<file path="config.mk">
export PLATFORM = sky130hd
export DESIGN_NAME = mxb_master
export DESIGN_NICKNAME = d
export VERILOG_FILES = /design/src/rtl/mxb_pkg.sv /design/src/rtl/mxb_iodec.sv /design/src/rtl/mxb_lane.sv /design/src/rtl/mxb_tmo.sv /design/src/rtl/mxb_master.sv
export SDC_FILE = /design/constraint.sdc
export NUM_CORES = 1
export LEC_CHECK = 0
export BUFFER_PORTS_ARGS = -buffer_cell sky130_fd_sc_hd__buf_2
export CAP_MARGIN = 25
export CORE_ASPECT_RATIO = 1.25
export CORE_UTILIZATION = 52
export DETAILED_ROUTE_END_ITERATION = 10
export PLACE_DENSITY = 0.92
export SLEW_MARGIN = 20
export SYNTH_ARGS = -nofsm -noshare
export SYNTH_HDL_FRONTEND = slang
export SYNTH_SLANG_ARGS = --single-unit
</file>
<file path="constraint.sdc">
create_clock -name clk -period 2.4 [get_ports clk]
set_clock_uncertainty 0.2 [all_clocks]
set_input_delay 0.36 -clock clk [delete_from_list [all_inputs] [get_ports clk]]
set_output_delay 0.36 -clock clk [all_outputs]
set_load 0.005 [all_outputs]
</file>
<file path="src/rtl/mxb_pkg.sv">
package mxb_pkg;
    typedef enum logic [2:0] {
        CYC_RD   = 3'd0,
        CYC_WR   = 3'd1,
        CYC_WRB  = 3'd2,
        CYC_RMW  = 3'd3,
        CYC_RMWB = 3'd4
    } cyc_e;

    typedef enum logic [2:0] {
        S_IDLE, S_ASET, S_AHOLD, S_DSET, S_DWAIT, S_DRLS, S_FIN
    } st_e;
endpackage

</file>
<file path="src/rtl/mxb_iodec.sv">
module mxb_iodec #(
    parameter int AW      = 22,
    parameter int IO_BITS = 13
) (
    input  logic [AW-1:0] addr,
    output logic          hit
);
    // device window = top 2**IO_BITS bytes of the address space
    assign hit = &addr[AW-1:IO_BITS];
endmodule

</file>
<file path="src/rtl/mxb_lane.sv">
module mxb_lane #(
    parameter int DW = 16
) (
    input  logic          byte_en,
    input  logic          a0,
    input  logic [DW-1:0] wd,
    output logic [DW-1:0] lanes
);
    localparam int HB = DW / 2;

    always_comb begin
        if (!byte_en)
            lanes = wd;
        else if (a0)
            lanes = {wd[HB-1:0], {HB{1'b0}}};
        else
            lanes = {{HB{1'b0}}, wd[HB-1:0]};
    end
endmodule

</file>
<file path="src/rtl/mxb_tmo.sv">
module mxb_tmo #(
    parameter int TMO = 1024
) (
    input  logic clk,
    input  logic rst_n,
    input  logic run,
    input  logic clr,
    output logic expired
);
    localparam int CW = (TMO > 1) ? $clog2(TMO) : 1;

    logic [CW-1:0] cnt_d, cnt_q;

    assign expired = (cnt_q == CW'(TMO - 1));

    always_comb begin
        cnt_d = cnt_q;
        if (clr)
            cnt_d = '0;
        else if (run && !expired)
            cnt_d = cnt_q + CW'(1);
    end

    always_ff @(posedge clk or negedge rst_n) begin
        if (!rst_n) cnt_q <= '0;
        else        cnt_q <= cnt_d;
    end
endmodule

</file>
<file path="src/rtl/mxb_master.sv">
module mxb_master
    import mxb_pkg::*;
#(
    parameter int AW      = 22,
    parameter int DW      = 16,
    parameter int LEN_W   = 4,
    parameter int ASETUP  = 2,
    parameter int DSETUP  = 2,
    parameter int TMO     = 1024,
    parameter int IO_BITS = 13
) (
    input  logic             clk,
    input  logic             rst_n,
    input  logic             req_go,
    input  logic [2:0]       req_type,
    input  logic [AW-1:0]    req_addr,
    input  logic [LEN_W-1:0] req_len,
    input  logic [DW-1:0]    wr_data,
    output logic             busy,
    output logic             wd_used,
    output logic             rd_valid,
    output logic [DW-1:0]    rd_data,
    output logic             done,
    output logic             err,
    output logic [AW-1:0]    bus_out,
    output logic             bus_oe,
    input  logic [DW-1:0]    bus_in,
    output logic             bus_as,
    output logic             bus_rds,
    output logic             bus_wrs,
    output logic             bus_wbyte,
    output logic             bus_io,
    output logic             bus_blk,
    input  logic             bus_rply
);
    localparam int SMAX = (ASETUP > DSETUP) ? ASETUP : DSETUP;
    localparam int CW   = $clog2(SMAX + 1);

    typedef struct packed {
        st_e             st;
        logic [CW-1:0]   cnt;
        logic [LEN_W-1:0] left;
        cyc_e            typ;
        logic            a0;
        logic            wph;
        logic [AW-1:0]   out;
        logic            oe;
        logic            as;
        logic            rds;
        logic            wrs;
        logic            wbyte;
        logic            io;
        logic            blk;
        logic [DW-1:0]   rdat;
        logic            rvld;
        logic            wused;
        logic            done;
        logic            err;
    } regs_t;

    regs_t q, d;

    logic          io_hit;
    logic [DW-1:0] lane_data;
    logic          tmo_exp, tmo_run, tmo_clr;
    logic          is_byte, is_rmw;
    logic          go_data, fin_ok, abort;

    assign is_byte = (q.typ == CYC_WRB) || (q.typ == CYC_RMWB);
    assign is_rmw  = (q.typ == CYC_RMW) || (q.typ == CYC_RMWB);
    assign tmo_run = (q.st == S_DWAIT) || (q.st == S_DRLS);
    assign tmo_clr = (d.st != q.st);

    mxb_iodec #(.AW(AW), .IO_BITS(IO_BITS)) u_iodec (
        .addr (req_addr),
        .hit  (io_hit)
    );

    mxb_lane #(.DW(DW)) u_lane (
        .byte_en (is_byte),
        .a0      (q.a0),
        .wd      (wr_data),
        .lanes   (lane_data)
    );

    mxb_tmo #(.TMO(TMO)) u_tmo (
        .clk     (clk),
        .rst_n   (rst_n),
        .run     (tmo_run),
        .clr     (tmo_clr),
        .expired (tmo_exp)
    );

    always_comb begin
        d       = q;
        d.rvld  = 1'b0;
        d.wused = 1'b0;
        d.done  = 1'b0;
        go_data = 1'b0;
        fin_ok  = 1'b0;
        abort   = 1'b0;

        case (q.st)
            S_IDLE: begin
                if (req_go) begin
                    if (req_type > 3'd4) begin
                        abort = 1'b1;
                    end else begin
                        d.st   = S_ASET;
                        d.typ  = cyc_e'(req_type);
                        d.a0   = req_addr[0];
                        d.out  = req_addr;
                        d.oe   = 1'b1;
                        d.io   = io_hit;
                        d.cnt  = '0;
                        d.err  = 1'b0;
                        d.wph  = (req_type == 3'd1) || (req_type == 3'd2);
                        if (req_type <= 3'd1) begin
                            d.left = req_len;
                            d.blk  = (req_len != '0);
                        end else begin
                            d.left = '0;
                            d.blk  = 1'b0;
                        end
                    end
                end
            end
            S_ASET: begin
                if (q.cnt == CW'(ASETUP - 1)) begin
                    d.st = S_AHOLD;
                    d.as = 1'b1;
                end else begin
                    d.cnt = q.cnt + CW'(1);
                end
            end
            S_AHOLD: go_data = 1'b1;
            S_DSET: begin
                if (q.cnt == CW'(DSETUP - 1)) begin
                    d.st = S_DWAIT;
                    if (q.wph) begin
                        d.wrs   = 1'b1;
                        d.wbyte = is_byte;
                    end else begin
                        d.rds = 1'b1;
                    end
                end else begin
                    d.cnt = q.cnt + CW'(1);
                end
            end
            S_DWAIT: begin
                // a reply in the final counted clock wins over expiry
                if (bus_rply) begin
                    d.st    = S_DRLS;
                    d.rds   = 1'b0;
                    d.wrs   = 1'b0;
                    d.wbyte = 1'b0;
                    if (!q.wph) begin
                        d.rdat = bus_in;
                        d.rvld = 1'b1;
                    end
                end else if (tmo_exp) begin
                    abort = 1'b1;
                end
            end
            S_DRLS: begin
                if (!bus_rply) begin
                    if (is_rmw && !q.wph) begin
                        d.wph   = 1'b1;
                        go_data = 1'b1;
                    end else if (q.left != '0) begin
                        d.left  = q.left - LEN_W'(1);
                        go_data = 1'b1;
                    end else begin
                        fin_ok = 1'b1;
                    end
                end else if (tmo_exp) begin
                    abort = 1'b1;
                end
            end
            S_FIN:   d.st = S_IDLE;
            default: d.st = S_IDLE;
        endcase

        if (go_data) begin
            d.st  = S_DSET;
            d.cnt = '0;
            if (d.wph) begin
                d.out   = {{(AW-DW){1'b0}}, lane_data};
                d.oe    = 1'b1;
                d.wused = 1'b1;
            end else begin
                d.out = '0;
                d.oe  = 1'b0;
            end
        end

        if (fin_ok || abort) begin
            d.st    = S_FIN;
            d.out   = '0;
            d.oe    = 1'b0;
            d.as    = 1'b0;
            d.rds   = 1'b0;
            d.wrs   = 1'b0;
            d.wbyte = 1'b0;
            d.io    = 1'b0;
            d.blk   = 1'b0;
            d.done  = 1'b1;
            d.err   = abort;
        end
    end

    always_ff @(posedge clk or negedge rst_n) begin
        if (!rst_n) q <= '0;
        else        q <= d;
    end

    assign busy      = (q.st != S_IDLE);
    assign wd_used   = q.wused;
    assign rd_valid  = q.rvld;
    assign rd_data   = q.rdat;
    assign done      = q.done;
    assign err       = q.err;
    assign bus_out   = q.out;
    assign bus_oe    = q.oe;
    assign bus_as    = q.as;
    assign bus_rds   = q.rds;
    assign bus_wrs   = q.wrs;
    assign bus_wbyte = q.wbyte;
    assign bus_io    = q.io;
    assign bus_blk   = q.blk;
endmodule

</file>
==> flow_summary.yaml, run 1 <==
route:
  wirelength_mm: 9.531
  first_pass_iters: 6
  wire_per_inst_um: 16.55
  via_count: 3370
  postRouteAntennaNets: 0
  drt_iter0_markers: 263
  route.detailed.drc: 0
  viasPerCell: 5.851
die:
  dieWidth_um: 79.34
  coreArea_sq_um: 7104
  fp-row-count: 34
  boundaryPins: 115
  die_y_um: 98.67
  start_util_pct: 54.72
  design.die.area_sq_um: 7828
synth:
  synth_edf_count: 0
  yosysWarningCount: 0
  synthesis.nets: 456
  synth.most_common_cell: "dfrtp_1"
  syn-cell-area_sq_um: 3887
  synthFlopType: "dfrtp_1"
  yosys_register_bits: 73
  async_reset_ff_share_pct: 100.0
  synthTopCellsByArea: "dfrtp_1 (47%), buf_4 (7.3%), a21oi_1 (4.6%), mux2_2 (4.6%), nor2_1 (3.4%)"
  synth_cells: 387
  netlist.area_leader.share_pct: 46.99
  synth_seq_area_share_pct: 46.99
  synth_top_area_cell: "dfrtp_1"
  synth_cell_types: 61
  synth_common_cells: "dfrtp_1 (73), buf_4 (38), a21oi_1 (36)"
  avgSynthCellArea_sq_um: 10.05
grt:
  grt-ovfl-total: 0
  grt_max_degree: 44
  grt_pass1_wl_mm: 15.17
  antenna_found_initial: 0
  first_global_vias: 3248
  track_usage_pct: 25.38
pwr:
  power.density_nw_per_um2: 1092
  ir_drop_mv: 0.5183
  leakagePower_uw: 0.002372
sta:
  whs_ps: 33.86
  slew_headroom_pct: 61.92
  fin_ws_ps: 118.0
  finalCriticalPeriod_ps: 2282
  hold_violations: 0
  report.final.slew_viol_count: 0
  rsz0062_at_grt: "no"
  min_period_over_period_pct: 95.08
  tns_ps: 0
  fmax_mhz: 438.2
  worst_pin_slew_ps: 571.2
  setup-violations-final: 0
critical_path:
  cp-end-kind: "register"
  cp-start-kind: "register"
  worst-setup-path-type: "register to register"
  cp_max_fo: 10
  required_ps: 2460
  critPathArrivalTime_ps: 2350
clock_tree:
  root_buffer: "clkbuf_8"
  cts_tree: "yes"
  clk_pin_slew_ps: 90
  cts_max_level: 3
  cts_max_path_buffers: 2
  cts_sinks: 73
  cts_made_buffers: 9
  insertion_delay_ps: 350
placement:
  dp_worst_setup_slack_ps: 105.5
  gp_congestion: 0.9139
  hpwl_mm: 6.929
  dpl_cell_area_sq_um: 4384
  numPortBuffers: 114
finish:
  antenna_cells: 0
  multi_input_area_sq_um: 1695
  nFillCells: 545
  finalInstanceArea_sq_um: 4666
  final_nets: 550
  final_layout_size_suffix_gt1_share_pct: 38.27
  area_growth_pct: 20.02
  regArea_sq_um: 1828
worst_hold_path:
  hp-class: "input port to register"
status:
  status: "completed"
job:
  cap_violations: 0
[state kept, by name, indices dropped and copies added (netlist names), 10 cells and up]
| register | cells |
|---|---|
| u_tmo.cnt_q | 10 |
| bus_out | 22 |
| rd_data | 16 |
| q | 14 |
[layout make-up]
cell class	instances	share of cell area, %
clock buffers	10	2.735
clock inverters	6	1.958
multi-input cells	252	36.34
well taps	90	2.414
repair buffers	139	16.89
inverters	6	0.4827
flip-flops and latches	73	39.18
[logic make-up (layout without fill, tap and decap cells)]
group / after synthesis / after routing / synth area share, %
muxes: 18 / 18 / 5.150
DFF: 73 / 73 / 46.99
and+or+nand+nor: 132 / 132 / 18.64
AOI/OAI and AO/OA: 88 / 88 / 15.55
adders and majority gates: 4 / 4 / 1.287
xor gates and xnor gates: 10 / 10 / 2.253
buffers and inverters: 62 / 161 / 10.14
[worst paths after layout]
kind	startpoint	to	cells after the start	slack [ps]
min reg2reg	q[59]	q[59]	1	290
max in group asynchronous	rst_n	bus_out[21]	3	1090
max reg2reg	q[49]	u_tmo.cnt_q[3]	5	120
max	q[49]	u_tmo.cnt_q[3]	5	120
min in group asynchronous	rst_n	q[59]	2	340
min	bus_in[4]	rd_data[4]	2	30
[cell usage in the layout (no fill, tap or decap), types with 3 or more instances in the layout]
master and n:
buf_2 113, dfrtp_1 72, a21oi_1 36, nor2_1 35, nand2_1 30, buf_4 23
and3_1 16, mux2_2 16, nand3_1 11, clkbuf_8 9, xor2_1 8, o22ai_1 8
a221o_1 7, o21ai_0 6, inv_1 6, a21o_1 6, nand4_1 4, nand2b_1 4
o2bb2ai_1 4, ha_1 4, nor3b_1 3, nor3_1 3, a211oi_1 3, a41oi_1 3
clkinvlp_4 3
[stage by stage]
stage	util (%)	instances	total power (uW)
final	65.67	576	5093
after global routing	65.67	576	5429
after CTS	64.93	573	5035
after detailed placement	61.71	556	3957
after global placement	61.71	556	3839
after floorplan	-	387	3463
[report_power, final]
| group | total [uW] | internal (uW) | switching [uW] |
|---|---|---|---|
| Clock | 1080 | 589 | 486 |
| Sequential | 1990 | 1650 | 337 |
| Combinational | 2030 | 996 | 1030 |
| Total | 5090 | 3240 | 1850 |
[worst max-delay path: stages, from the launching register on]
cell      delay (ps)
dfrtp_1          460
or4b_4           580
and3_4           220
a211oi_2         240
o211ai_2         240
a211oi_1         270
[routing by layer]
| metal | GRT usage [%] | share of wire, % | vias to the layer above |
|---|---|---|---|
| met4 | 12.87 | 3.5 | 0 |
| met1 | 31.02 | 39 | 1623 |
| li1 | - | - | 1538 |
| met3 | 6.019 | 6.6 | 32 |
| met2 | 41.58 | 51 | 177 |
| met5 | 0 | 0 | - |
[timing repair]
item / in CTS / in global routing
hold buffers: 1 / 0
resized for setup: 0 / 6
buffers inserted: 0 / 3
hold endpoints to repair: 42 / 0
setup endpoints to repair: 0 / 17
No activity file was read; power rests on OpenSTA's default activity.
==> inputs of run 2 (changes only) <==
Settings changed: CTS_BUF_LIST set to sky130_fd_sc_hd__clkbuf_16.
==> run 2 against run 1 <==
Net effect: first-iteration DRC count decreased by 3.8%; highest routed layer unchanged; via count decreased by 0.36%; sequential cell count unchanged.
==> flow_summary.yaml, run 2 (synthesis results as in run 1) <==
sta:
  fmax_mhz: 435.3
  tns_ps: 0
  setup-violations-final: 0
  slew_headroom_pct: 61.61
  finalCriticalPeriod_ps: 2297
  report.final.slew_viol_count: 0
  worst_pin_slew_ps: 575.9
  rsz0062_at_grt: "no"
  hold_violations: 0
  min_period_over_period_pct: 95.72
critical_path:
  path_cells: "ha_1 > nand3_1 > nor4b_4 > nor4_4 > buf_4 > a21oi_1 > o22ai_1"
  cp-start-kind: "register"
  worst-setup-path-type: "register to register"
  critPathArrivalTime_ps: 2290
  max_stage_delay_ps: 480
  required_ps: 2390
  cp-end-kind: "register"
  crit_slowest_cell: "nor4b_4"
  cp_max_fo: 8
clock_tree:
  clk_pin_slew_ps: 60
  root_buffer: "clkbuf_16"
  cts_sinks: 73
  cts_max_level: 3
  cts_made_buffers: 9
  insertion_delay_ps: 330
  cts_tree: "yes"
  cts_max_path_buffers: 2
route:
  wire_per_inst_um: 16.76
  drt_iter0_markers: 253
  first_pass_iters: 5
  wirelength_mm: 9.619
  viasPerCell: 5.850
  postRouteAntennaNets: 0
  route.detailed.drc: 0
  via_count: 3358
die:
  boundaryPins: 115
  fp-row-count: 34
  start_util_pct: 54.72
  dieWidth_um: 79.34
  die_y_um: 98.67
  coreArea_sq_um: 7104
  design.die.area_sq_um: 7828
grt:
  track_usage_pct: 25.60
  grt_pass1_wl_mm: 15.40
  grt-ovfl-total: 0
  grt_max_degree: 44
  antenna_found_initial: 0
  first_global_vias: 3249
worst_hold_path:
  hp-class: "input port to register"
placement:
  hpwl_mm: 6.929
  numPortBuffers: 114
  gp_congestion: 0.9139
  dp_cells: 556
pwr:
  leakagePower_uw: 0.002414
  ir_drop_mv: 0.6150
  power.density_nw_per_um2: 1146
status:
  status: "completed"
finish:
  largest_reg_flops: 22
  antenna_cells: 0
  nFillCells: 532
  mostFrequentLayoutCells: "buf_2 (113), dfrtp_1 (72), a21oi_1 (36)"
  final_common_cell: "buf_2"
  instances_no_fill: 574
  final_layout_size_suffix_gt1_share_pct: 38.02
  area_growth_pct: 22.37
  final_nets: 548
job:
  cap_violations: 0
run 2: cell types whose count changed in the layout (fill, tap and decap cells not counted), sizes merged:
cell	change
buf	-2
clkbuf	-1
inv	+1
run 2: layout make-up:
| type | count | area (sq um) | share of cell area (%) |
|---|---|---|---|
| Clock buffer | 9 | 225.2 | 4.734 |
| Clock inverter | 7 | 95.09 | 1.999 |
| Inverter | 6 | 22.52 | 0.4734 |
| Multi-Input combinational cell | 252 | 1700 | 35.74 |
| Sequential cell | 73 | 1828 | 38.43 |
| Tap cell | 90 | 112.6 | 2.367 |
| Timing Repair Buffer | 137 | 773.2 | 16.25 |
run 2: timing repair:
| item | in CTS | in global routing |
|---|---|---|
| gates resized for setup | 0 | 7 |
| endpoints found under the setup margin | 0 | 17 |
| hold buffers | 1 | 0 |
| setup buffers | 0 | 1 |
| hold endpoints to repair | 42 | 0 |
run 2: where the power goes:
part           internal [uW]  leakage, uW  total, uW  switching [uW]
clock network            909     0.000149       1430             518
registers               1660     0.000954       1990             337
logic                    984      0.00131       2030            1050
total                   3550      0.00241       5450            1900
run 2: path summary, 6_finish.rpt:
check / cells past startpoint / startpoint / end / slack [ps]
hold reg to reg: 1 / q[59] / q[59] / 290
setup reg to reg: 7 / u_tmo.cnt_q[0] / bus_out[14] / 100
setup / recovery: 7 / u_tmo.cnt_q[0] / bus_out[14] / 100
max in group asynchronous: 3 / rst_n / bus_out[15] / 1070
min in group asynchronous: 2 / rst_n / q[59] / 370
hold / removal: 2 / bus_in[4] / rd_data[4] / 60
run 2: metrics by stage:
step	hold WS (ps)	cell area [sq um]	power (uW)	utilization [%]	worst slack, ps
after floorplan	-135.6	3887	3463	-	198.8
after global placement	184.2	4384	3839	61.71	173.1
after detailed placement	199.0	4384	3957	61.71	105.5
after CTS	55.78	4715	5410	66.36	26.70
after global routing	54.18	4757	5789	66.96	10.93
final	60.18	4757	5453	66.96	102.7
run 2: per-layer routing:
layer  global-route usage [%]  share of wire (%)  vias to the layer above
met5                        0                  0                        -
met4                    11.33                2.7                        0
met3                    4.074                5.7                       26
li1                         -                  -                     1534
met1                    31.22                 40                     1642
met2                    44.23                 52                      156
run 2: critical path: cells and delay by family, from the launching register on:
family,cells,cell delay (ps)
simple gates,3,770
flops,1,400
buf+inv,1,200
fa+ha+maj,1,250
compound gates,2,340
==> inputs of run 3 (changes only) <==
Settings changed: BUFFER_PORTS_ARGS -buffer_cell sky130_fd_sc_hd__buf_2 to not set, CORE_ASPECT_RATIO 1.25 to not set, CORE_UTILIZATION 52 to 60, DONT_BUFFER_PORTS set to 1, PLACE_DENSITY 0.92 to 0.88.
==> run 3 against run 2 <==
Net effect: final area shrank 3.7%; first-iteration DRC count is 32% higher; via count fell by 5.3%; global-route usage increased by 5.0 points; register-to-register slack got worse by 90 ps; sequential power grew 5%; setup slack got worse by 92 ps; die area fell by 13%; critical path depth stayed put; power about the same; sequential share of layout area rose by 1.5 points; worst hold slack got worse by 49 ps; highest routed layer unchanged.
==> flow_summary.yaml, run 3 (synthesis results as in run 1) <==
die:
  dieWidth_um: 82.50
  fp-row-count: 28
  boundaryPins: 115
  coreArea_sq_um: 6096
  design.die.area_sq_um: 6805
  die_y_um: 82.50
  start_util_pct: 63.77
finish:
  final_nets: 470
  regArea_sq_um: 1828
  final_layout_size_suffix_gt1_share_pct: 17.73
  finish.utilization_pct: 75.18
  multi_input_area_sq_um: 1704
  mostFrequentLayoutCells: "dfrtp_1 (72), dlygate4sd3_1 (37), a21oi_1 (36)"
  finalInstanceArea_sq_um: 4583
  final_common_cell: "dfrtp_1"
  area_growth_pct: 17.90
  nFillCells: 372
  antenna_cells: 0
  largest_reg_flops: 22
sta:
  worst_pin_slew_ps: 528.9
  min_period_over_period_pct: 99.58
  rsz0062_at_grt: "yes"
  slew_headroom_pct: 64.50
  fin_ws_ps: 10.18
  report.final.slew_viol_count: 0
  whs_ps: 11.65
  hold_violations: 0
  finalCriticalPeriod_ps: 2390
  fmax_mhz: 418.4
  setup-violations-final: 0
pwr:
  ir_drop_mv: 0.9275
  sw_frac_of_total_pct: 34.24
  p_comb_share_pct: 31.8
  power_frac_seq_pct: 38.3
  p_switching_uw: 1867
  power.share.clock_pct: 29.9
  total_power_uw: 5453
  power.density_nw_per_um2: 1190
  intPower_uw: 3586
  leakagePower_uw: 0.002102
clock_tree:
  cts_made_buffers: 9
  cts_sinks: 73
  cts_max_level: 3
  insertion_delay_ps: 330
  cts_max_path_buffers: 2
  cts_tree: "yes"
  root_buffer: "clkbuf_16"
  clk_pin_slew_ps: 60
critical_path:
  rr_startpoint: "q[54]"
  critPathArrivalTime_ps: 2400
  worst-path-buf-inv: 1
  max_stage_delay_ps: 410
  r2r_cells: 7
  required_ps: 2410
  crit_slowest_cell: "dfrtp_1"
  worst-setup-path-type: "register to register"
  cp_max_fo: 6
  cp_top_family: "simple AND/OR/NAND/NOR gates"
  reg2reg_to: "bus_out[0]"
  ff2ff_setup_slack_ps: 10
  cp-end-kind: "register"
  path_cells: "inv_1 > ha_1 > nor3b_1 > nand3_1 > a21o_1 > and3_2 > a221o_1"
  cp-start-kind: "register"
route:
  route.detailed.drc: 0
  first_pass_iters: 5
  via_count: 3180
  wire_per_inst_um: 21.17
  wirelength_mm: 10.18
  viasPerCell: 6.611
  postRouteAntennaNets: 0
  drt_iter0_markers: 333
placement:
  numPortBuffers: 0
  hpwl_mm: 6.185
  gp_congestion: 0.8441
  dpl_cell_area_sq_um: 3780
  dp_worst_setup_slack_ps: 129.5
status:
  status: "completed"
worst_hold_path:
  hp-class: "input port to register"
  hold-path-endpoint: "bus_out[12]"
  hp-start: "req_addr[12]"
  worstHoldPathCells: 2
grt:
  track_usage_pct: 30.62
  grt_pass1_wl_mm: 15.15
  grt-ovfl-total: 0
  first_global_vias: 3156
  grt_max_degree: 74
  antenna_found_initial: 0
job:
  cap_violations: 0
-- run 3: cell types whose count changed in the layout (fill, tap and decap cells not counted), sizes merged --
| cell | delta |
|---|---|
| bufinv | +2 |
| clkinv | +1 |
| buf | -114 |
| clkinvlp | -3 |
| dlygate4sd3 | +36 |
-- run 3: power groups by stage --
stage	Clock (uW)	Combinational, uW	Sequential, uW
floorplan	0	1570	1890
global placement	0	1450	2060
detailed placement	0	1530	2090
CTS	1650	1640	2070
global route	1710	1900	2160
finish	1630	1740	2090
-- run 3: cell type report --
| cell class | count | area share [%] |
|---|---|---|
| Tap cell | 75 | 2.048 |
| Clock inverter | 7 | 3.085 |
| Sequential cell | 73 | 39.89 |
| Inverter | 6 | 0.4914 |
| Timing Repair Buffer | 59 | 12.39 |
| Clock buffer | 9 | 4.914 |
| Multi-Input combinational cell | 252 | 37.18 |
-- run 3: per-layer routing --
layer,GRT usage [%],vias to the layer above,part of all wire (%)
met2,51.49,202,49
met1,35.06,1553,38
li1,-,1378,-
met4,16.38,0,3.5
met5,0,-,0
met3,9.121,47,9.4
-- run 3: metrics by stage --
| stage | TNS [ps] | instances |
|---|---|---|
| 6_report | 0 | 481 |
| 5_1_grt | -1636 | 481 |
| 4_1_cts | 0 | 481 |
| 3_5_place_dp | 0 | 427 |
| 3_3_place_gp | 0 | 427 |
| 2_1_floorplan | 0 | 387 |
-- run 3: what timing repair did --
item,in CTS,in global routing
gates resized for setup,0,8
setup endpoints to repair,0,19
hold endpoints to repair,104,0
setup buffers,0,0
hold buffers,38,0
-- run 3: how the worst max path moves through the flow --
stage	start	endpoint	slack, ps	cells past startpoint
after floorplan	q[54]	bus_out[0]	200	8
after global placement	q[61]	bus_out[0]	210	6
after detailed placement	q[61]	bus_out[8]	130	6
after CTS	q[61]	bus_out[9]	100	6
after global routing	q[54]	bus_out[0]	-170	7
final	q[54]	bus_out[0]	10	7
